$ cat config.mk
export PLATFORM = sky130hd
export DESIGN_NAME = fdc_io_regs
export DESIGN_NICKNAME = d
export VERILOG_FILES = /design/src/rtl/fdc_io_pkg.sv /design/src/rtl/fdc_io_decode.sv /design/src/rtl/fdc_io_ctrl.sv /design/src/rtl/fdc_io_clkdiv.sv /design/src/rtl/fdc_io_regs.sv
export SDC_FILE = /design/constraint.sdc
export NUM_CORES = 1
export LEC_CHECK = 0
export ABC_CLOCK_PERIOD_IN_PS = 2000
export BUFFER_PORTS_ARGS = -buffer_cell sky130_fd_sc_hd__buf_4
export CORE_MARGIN = 4
export CORE_UTILIZATION = 36
export DETAILED_ROUTE_END_ITERATION = 10
export GPL_TIMING_DRIVEN = 1
export HOLD_SLACK_MARGIN = 0.08
export PLACE_DENSITY = 0.78
export SKIP_CTS_REPAIR_TIMING = 1
export SYNTH_ARGS = -nofsm -noshare
export SYNTH_HDL_FRONTEND = slang
export SYNTH_HIERARCHICAL = 1
export SYNTH_SLANG_ARGS = --single-unit
$ cat constraint.sdc
create_clock -name clk_i -period 2 [get_ports clk_i]
set_input_delay 0.4 -clock clk_i [delete_from_list [all_inputs] [get_ports clk_i]]
set_output_delay 0.4 -clock clk_i [all_outputs]
set_load 0.01 [all_outputs]
$ cat src/rtl/fdc_io_pkg.sv
package fdc_io_pkg;

  localparam logic [7:0] FDC_WIN_BASE = 8'hD8;  // four ports, low two bits pass to the controller
  localparam logic [7:0] PORT_DRIVE   = 8'hDC;
  localparam logic [7:0] PORT_SIDE    = 8'hDD;
  localparam logic [7:0] PORT_DENS    = 8'hDE;
  localparam logic [7:0] PORT_IRQ     = 8'hDF;
  localparam logic [7:0] PORT_MODE    = 8'h63;

  typedef struct packed {
    logic fdc_rd;
    logic fdc_wr;
    logic drv_wr;
    logic side_wr;
    logic dens_wr;
    logic irq_set;
    logic irq_clr;
    logic mode_rd;
  } io_dec_t;

  function automatic logic [7:0] flip_bus(input logic [7:0] v);
    return ~v;
  endfunction

  function automatic logic in_fdc_window(input logic [7:0] a);
    return a[7:2] == FDC_WIN_BASE[7:2];
  endfunction

endpackage

$ cat src/rtl/fdc_io_decode.sv
module fdc_io_decode
  import fdc_io_pkg::*;
(
  input  logic [7:0] addr_i,
  input  logic       iorq_n_i,
  input  logic       rd_n_i,
  input  logic       wr_n_i,
  output io_dec_t    dec_o
);

  logic io_rd, io_wr;

  assign io_rd = !iorq_n_i && !rd_n_i;
  assign io_wr = !iorq_n_i && !wr_n_i;

  always_comb begin
    dec_o         = '0;
    dec_o.fdc_rd  = io_rd && in_fdc_window(addr_i);
    dec_o.fdc_wr  = io_wr && in_fdc_window(addr_i);
    dec_o.drv_wr  = io_wr && (addr_i == PORT_DRIVE);
    dec_o.side_wr = io_wr && (addr_i == PORT_SIDE);
    dec_o.dens_wr = io_wr && (addr_i == PORT_DENS);
    dec_o.irq_set = io_wr && (addr_i == PORT_IRQ);
    dec_o.irq_clr = io_rd && (addr_i == PORT_IRQ);
    dec_o.mode_rd = io_rd && (addr_i == PORT_MODE);
  end

endmodule

$ cat src/rtl/fdc_io_ctrl.sv
module fdc_io_ctrl
  import fdc_io_pkg::*;
#(
  parameter int DRIVES = 4,
  parameter int MODE_W = 3,
  localparam int SEL_W = $clog2(DRIVES),
  localparam int CODE_W = SEL_W + 1
)(
  input  logic              clk_i,
  input  logic              rst_n_i,
  input  io_dec_t           dec_i,
  input  logic [CODE_W-1:0] wcode_i,
  input  logic              wbit7_i,
  input  logic              wbit0_i,
  input  logic [MODE_W-1:0] mode_i,
  input  logic              intrq_i,
  output logic [DRIVES-1:0] drv_sel_n_o,
  output logic              motor_o,
  output logic              side_o,
  output logic              dden_n_o,
  output logic              int_o,
  output logic              int_en_o,
  output logic [MODE_W-1:0] mode_q_o
);

  logic [CODE_W-1:0] code_q;
  logic              motor_q, side_q, dden_n_q, int_en_q;
  logic [MODE_W-1:0] mode_q;

  always_ff @(posedge clk_i) begin
    if (!rst_n_i) begin
      code_q   <= '0;
      motor_q  <= 1'b0;
      side_q   <= 1'b0;
      dden_n_q <= 1'b1;
      int_en_q <= 1'b0;
    end else begin
      if (dec_i.drv_wr) begin
        code_q  <= wcode_i;
        motor_q <= wbit7_i;
      end
      if (dec_i.side_wr) side_q   <= !wbit0_i;
      if (dec_i.dens_wr) dden_n_q <= wbit0_i;
      if (dec_i.irq_set)      int_en_q <= 1'b1;
      else if (dec_i.irq_clr) int_en_q <= 1'b0;
    end
  end

  // jumpers follow the pins while reset is held, frozen at release
  always_ff @(posedge clk_i) begin
    if (!rst_n_i) mode_q <= mode_i;
  end

  // offset code: top bit set selects drive given by the lower bits
  for (genvar g = 0; g < DRIVES; g++) begin : g_drv
    assign drv_sel_n_o[g] = !(code_q[CODE_W-1] && (code_q[SEL_W-1:0] == SEL_W'(g)));
  end

  assign motor_o  = motor_q;
  assign side_o   = side_q;
  assign dden_n_o = dden_n_q;
  assign int_en_o = int_en_q;
  assign int_o    = intrq_i && int_en_q;
  assign mode_q_o = mode_q;

endmodule

$ cat src/rtl/fdc_io_clkdiv.sv
module fdc_io_clkdiv #(
  parameter int DIV_LOG2 = 1
)(
  input  logic clk_i,
  input  logic rst_n_i,
  output logic clk_o
);

  logic [DIV_LOG2-1:0] cnt_q;

  always_ff @(posedge clk_i) begin
    if (!rst_n_i) cnt_q <= '0;
    else          cnt_q <= cnt_q + 1'b1;
  end

  assign clk_o = cnt_q[DIV_LOG2-1];

endmodule

$ cat src/rtl/fdc_io_regs.sv
module fdc_io_regs
  import fdc_io_pkg::*;
#(
  parameter int DATA_W   = 8,
  parameter int MODE_W   = 3,
  parameter int DRIVES   = 4,
  parameter int DIV_LOG2 = 1,
  localparam int CODE_W  = $clog2(DRIVES) + 1
)(
  input  logic              clk_i,
  input  logic              rst_n_i,
  input  logic [7:0]        addr_i,
  input  logic              iorq_n_i,
  input  logic              rd_n_i,
  input  logic              wr_n_i,
  input  logic [DATA_W-1:0] hdata_i,
  output logic [DATA_W-1:0] hdata_o,
  output logic              hdata_oe_o,
  input  logic [DATA_W-1:0] fdata_i,
  output logic [DATA_W-1:0] fdata_o,
  output logic              fdata_oe_o,
  output logic              fdc_cs_n_o,
  input  logic              intrq_i,
  input  logic [MODE_W-1:0] mode_i,
  output logic [DRIVES-1:0] drv_sel_n_o,
  output logic              motor_o,
  output logic              side_o,
  output logic              dden_n_o,
  output logic              int_o,
  output logic              fdc_clk_o
);

  io_dec_t           dec;
  logic              int_en;
  logic [MODE_W-1:0] mode_q;
  logic              fdc_rd_ev, fdc_wr_ev, irq_clr_ev, mode_rd_ev;

  fdc_io_decode u_dec (
    .addr_i   (addr_i),
    .iorq_n_i (iorq_n_i),
    .rd_n_i   (rd_n_i),
    .wr_n_i   (wr_n_i),
    .dec_o    (dec)
  );

  fdc_io_ctrl #(.DRIVES(DRIVES), .MODE_W(MODE_W)) u_ctrl (
    .clk_i       (clk_i),
    .rst_n_i     (rst_n_i),
    .dec_i       (dec),
    .wcode_i     (hdata_i[CODE_W-1:0]),
    .wbit7_i     (hdata_i[DATA_W-1]),
    .wbit0_i     (hdata_i[0]),
    .mode_i      (mode_i),
    .intrq_i     (intrq_i),
    .drv_sel_n_o (drv_sel_n_o),
    .motor_o     (motor_o),
    .side_o      (side_o),
    .dden_n_o    (dden_n_o),
    .int_o       (int_o),
    .int_en_o    (int_en),
    .mode_q_o    (mode_q)
  );

  fdc_io_clkdiv #(.DIV_LOG2(DIV_LOG2)) u_div (
    .clk_i   (clk_i),
    .rst_n_i (rst_n_i),
    .clk_o   (fdc_clk_o)
  );

  assign fdc_rd_ev  = dec.fdc_rd;
  assign fdc_wr_ev  = dec.fdc_wr;
  assign irq_clr_ev = dec.irq_clr;
  assign mode_rd_ev = dec.mode_rd;

  assign fdc_cs_n_o = !(fdc_rd_ev || fdc_wr_ev);
  assign fdata_o    = flip_bus(hdata_i);
  assign fdata_oe_o = fdc_wr_ev;
  assign hdata_oe_o = fdc_rd_ev || mode_rd_ev;

  always_comb begin
    hdata_o = '0;
    if (fdc_rd_ev)       hdata_o = flip_bus(fdata_i);
    else if (mode_rd_ev) hdata_o = {{(DATA_W-MODE_W){1'b0}}, mode_q};
  end

endmodule

==> flow_summary.ini <==
[synthesis]
synthesis.nets = 106
ys_ff_latch = 11
syn_inst = 73
synth_cell_types = 27
ys_seq_area_share_pct = 37.31
avgSynthCellArea_sq_um = 9.187
synth_area_sq_um = 670.6
yosysWarnings = 6

[setup_path]
startpoint_type = input pin
endpoint_kind = output port
worst-path-buf-inv = 2
crit_type = in2out
worstPathRequired_ns = 1.60
worstPathCellList = buf_6 -> or3_4 -> nor4_4 -> nand2_1 -> mux2i_1 -> buf_4
cpPeakStageDelay_ns = 0.41
critical_path.max_fanout = 4
critPathSlowestCell = or3_4
critical_path.top_delay_family = simple AND/OR/NAND/NOR gates
arrival_ns = 1.56

[sta]
fmax_mhz = 509.0
slew_violations = 0
period_minus_slack_ns = 1.965
final-hold-violation-count = 0
whs_ns = 0.3153
rsz0062_at_grt = yes
fin_skew_ns = 0
slew_headroom_pct = 80.00
final-setup-viol-count = 0
final.period_utilization_pct = 98.24
tightest_slew_ns = 0.2973
fin_tns_setup_ns = 0

[floorplanning]
ioPinCount = 61
fp-row-count = 15
die_h_um = 51.16
initial_utilization_pct = 38.42
core_area_sq_um = 1745
dieArea_sq_um = 2617
die_w_um = 51.16

[cts]
cts.clk_slew.worst_paths_ns = 0.06
cts_buffer_depth = 2
cts_inserted_buffers = 3
cts.sinks = 11
clk_latency_ns = 0.26
htreeDepth = 1
cts_root_buffer = clkbuf_4
cts_tree = done

[power]
p_per_area_nw_per_um2 = 399.6
ir_drop_v = 0.0003402
p_leak_nw = 0.5665

[detailed_routing]
route.antenna.remaining_nets = 0
vias = 781
firstDrtPassIters = 4
wl_um = 2083
drt_iter0_drc = 4
viasPerCell = 4.791
drc = 0
wl_per_cell_um = 12.78

[finish]
synthToLayoutAreaGrowth_pct = 80.97
drive_above_1_share_pct = 52.17
n_antenna_cell = 0
fin_nets = 172
finalInstanceArea_sq_um = 1214
stdcell_count = 163

[global_routing]
grt.total_usage_pct = 15.11
antenna_found_initial = 0
grt-ovfl-total = 0
grt_pass1_wl_um = 3077
grt_pass1_vias = 753
grt_max_degree = 11

[flow_run]
cap_violations = 0

[place]
numPortBuffers = 60
place_inst = 158
placed_cell_area_sq_um = 1151
hpwl_um = 1684
globalplace.congestion = 0.7569

[run_status]
status = completed

[worst_hold_path]
hp-class = in2reg
## cells by family after synthesis
family | synth area share [%]
AOI/OAI and AO/OA | 1.865
buffers and inverters | 8.022
muxes | 11.94
DFF | 37.31
and+or+nand+nor | 40.86
## worst paths after layout
kind | start | end | slack [ns] | cells after the start
setup / recovery | iorq_n_i | hdata_o[2] | 0.04 | 6
hold / removal | mode_i[0] | u_ctrl/mode_q_o[0] | 0.32 | 1
setup reg to reg | u_ctrl/int_en_o | u_ctrl/int_en_o | 1.32 | 2
hold reg to reg | u_div/clk_o | u_div/clk_o | 0.46 | 1
## worst register-to-register path: stages, from the launching register on
cell	delay [ns]
dfxtp_1	0.30
nor2b_1	0.12
o21a_1	0.16
## cells in the mapped netlist
cell | instances | share of area [%]
or3_1 | 1 | 0.93
or3_4 | 1 | 1.7
nand3b_1 | 2 | 2.2
or2_1 | 1 | 0.93
inv_1 | 10 | 5.6
o21a_1 | 1 | 1.1
nor3_1 | 3 | 2.2
nor2_1 | 5 | 2.8
nand2b_1 | 2 | 1.9
nand3_1 | 1 | 0.75
or3b_1 | 2 | 2.6
nand4b_1 | 1 | 1.3
nor4_1 | 2 | 1.9
nand4bb_1 | 2 | 3.4
buf_6 | 1 | 1.7
nor4b_2 | 1 | 2.2
nor2b_4 | 1 | 2.1
and2_1 | 1 | 0.93
nor2b_1 | 6 | 5.6
nor4_2 | 2 | 3.7
edfxtp_1 | 3 | 13
nand2_1 | 5 | 2.8
nand4_1 | 1 | 0.93
clkbuf_2 | 1 | 0.75
a21oi_1 | 1 | 0.75
mux2i_1 | 8 | 12
dfxtp_1 | 8 | 24
## sequential cells by signal (all words and copies together) (netlist names)
signal	cells
u_ctrl/code_q	3
u_ctrl/int_en_o	1
u_ctrl/motor_o	1
u_ctrl/mode_q_o	3
u_ctrl/side_o	1
u_div/clk_o	1
u_ctrl/dden_n_o	1
## cell type report
type                            count  area (sq um)
Clock buffer                        4         26.28
Fill cell                         146         531.8
Inverter                           10         37.54
Multi-Input combinational cell     50         386.6
Sequential cell                    11         250.2
Tap cell                           25         31.28
Timing Repair Buffer               63         481.7
## placed cells by master (no fill, tap or decap), drive strengths merged
| cell | count |
|---|---|
| buf | 63 |
| inv | 10 |
| mux2i | 8 |
| dfxtp | 8 |
| nor2b | 7 |
| nand2 | 5 |
| nor2 | 5 |
| clkbuf | 4 |
| nor4 | 4 |
| edfxtp | 3 |
| nor3 | 3 |
| or3b | 2 |
| nand3b | 2 |
| nand2b | 2 |
| nand4bb | 2 |
| or3 | 2 |
| or2 | 1 |
| nand3 | 1 |
| and2 | 1 |
| a21oi | 1 |
| o21a | 1 |
| nand4 | 1 |
| nand4b | 1 |
| nor4b | 1 |
## report_power, final
part           internal (mW)  leakage, nW  total, mW  switching (mW)
sequential             0.236       0.0941      0.239         0.00296
combinational         0.0634        0.457      0.104          0.0404
clock                 0.0770       0.0150      0.143          0.0655
## metrics by stage
| step | util (%) | worst slack, ns | total power [mW] |
|---|---|---|---|
| 4_1_cts | 67.46 | -0.03023 | 0.4876 |
| 6_report | 69.53 | 0.03518 | 0.4849 |
| 2_1_floorplan | - | 0.2185 | 0.2669 |
| 3_3_place_gp | 65.95 | 0.001592 | 0.3400 |
| 5_1_grt | 69.53 | -0.04559 | 0.5143 |
| 3_5_place_dp | 65.95 | -0.03203 | 0.3427 |
## per-layer routing
metal / track usage (%) / up-vias / wire, um
met1: 16.76 / 343 / 775
met4: 5.381 / 0 / 14
li1: - / 382 / -
met2: 25.97 / 54 / 950
met5: 0 / - / 0
met3: 5.831 / 2 / 343
Note: power is estimated with default switching activity, not from simulation.
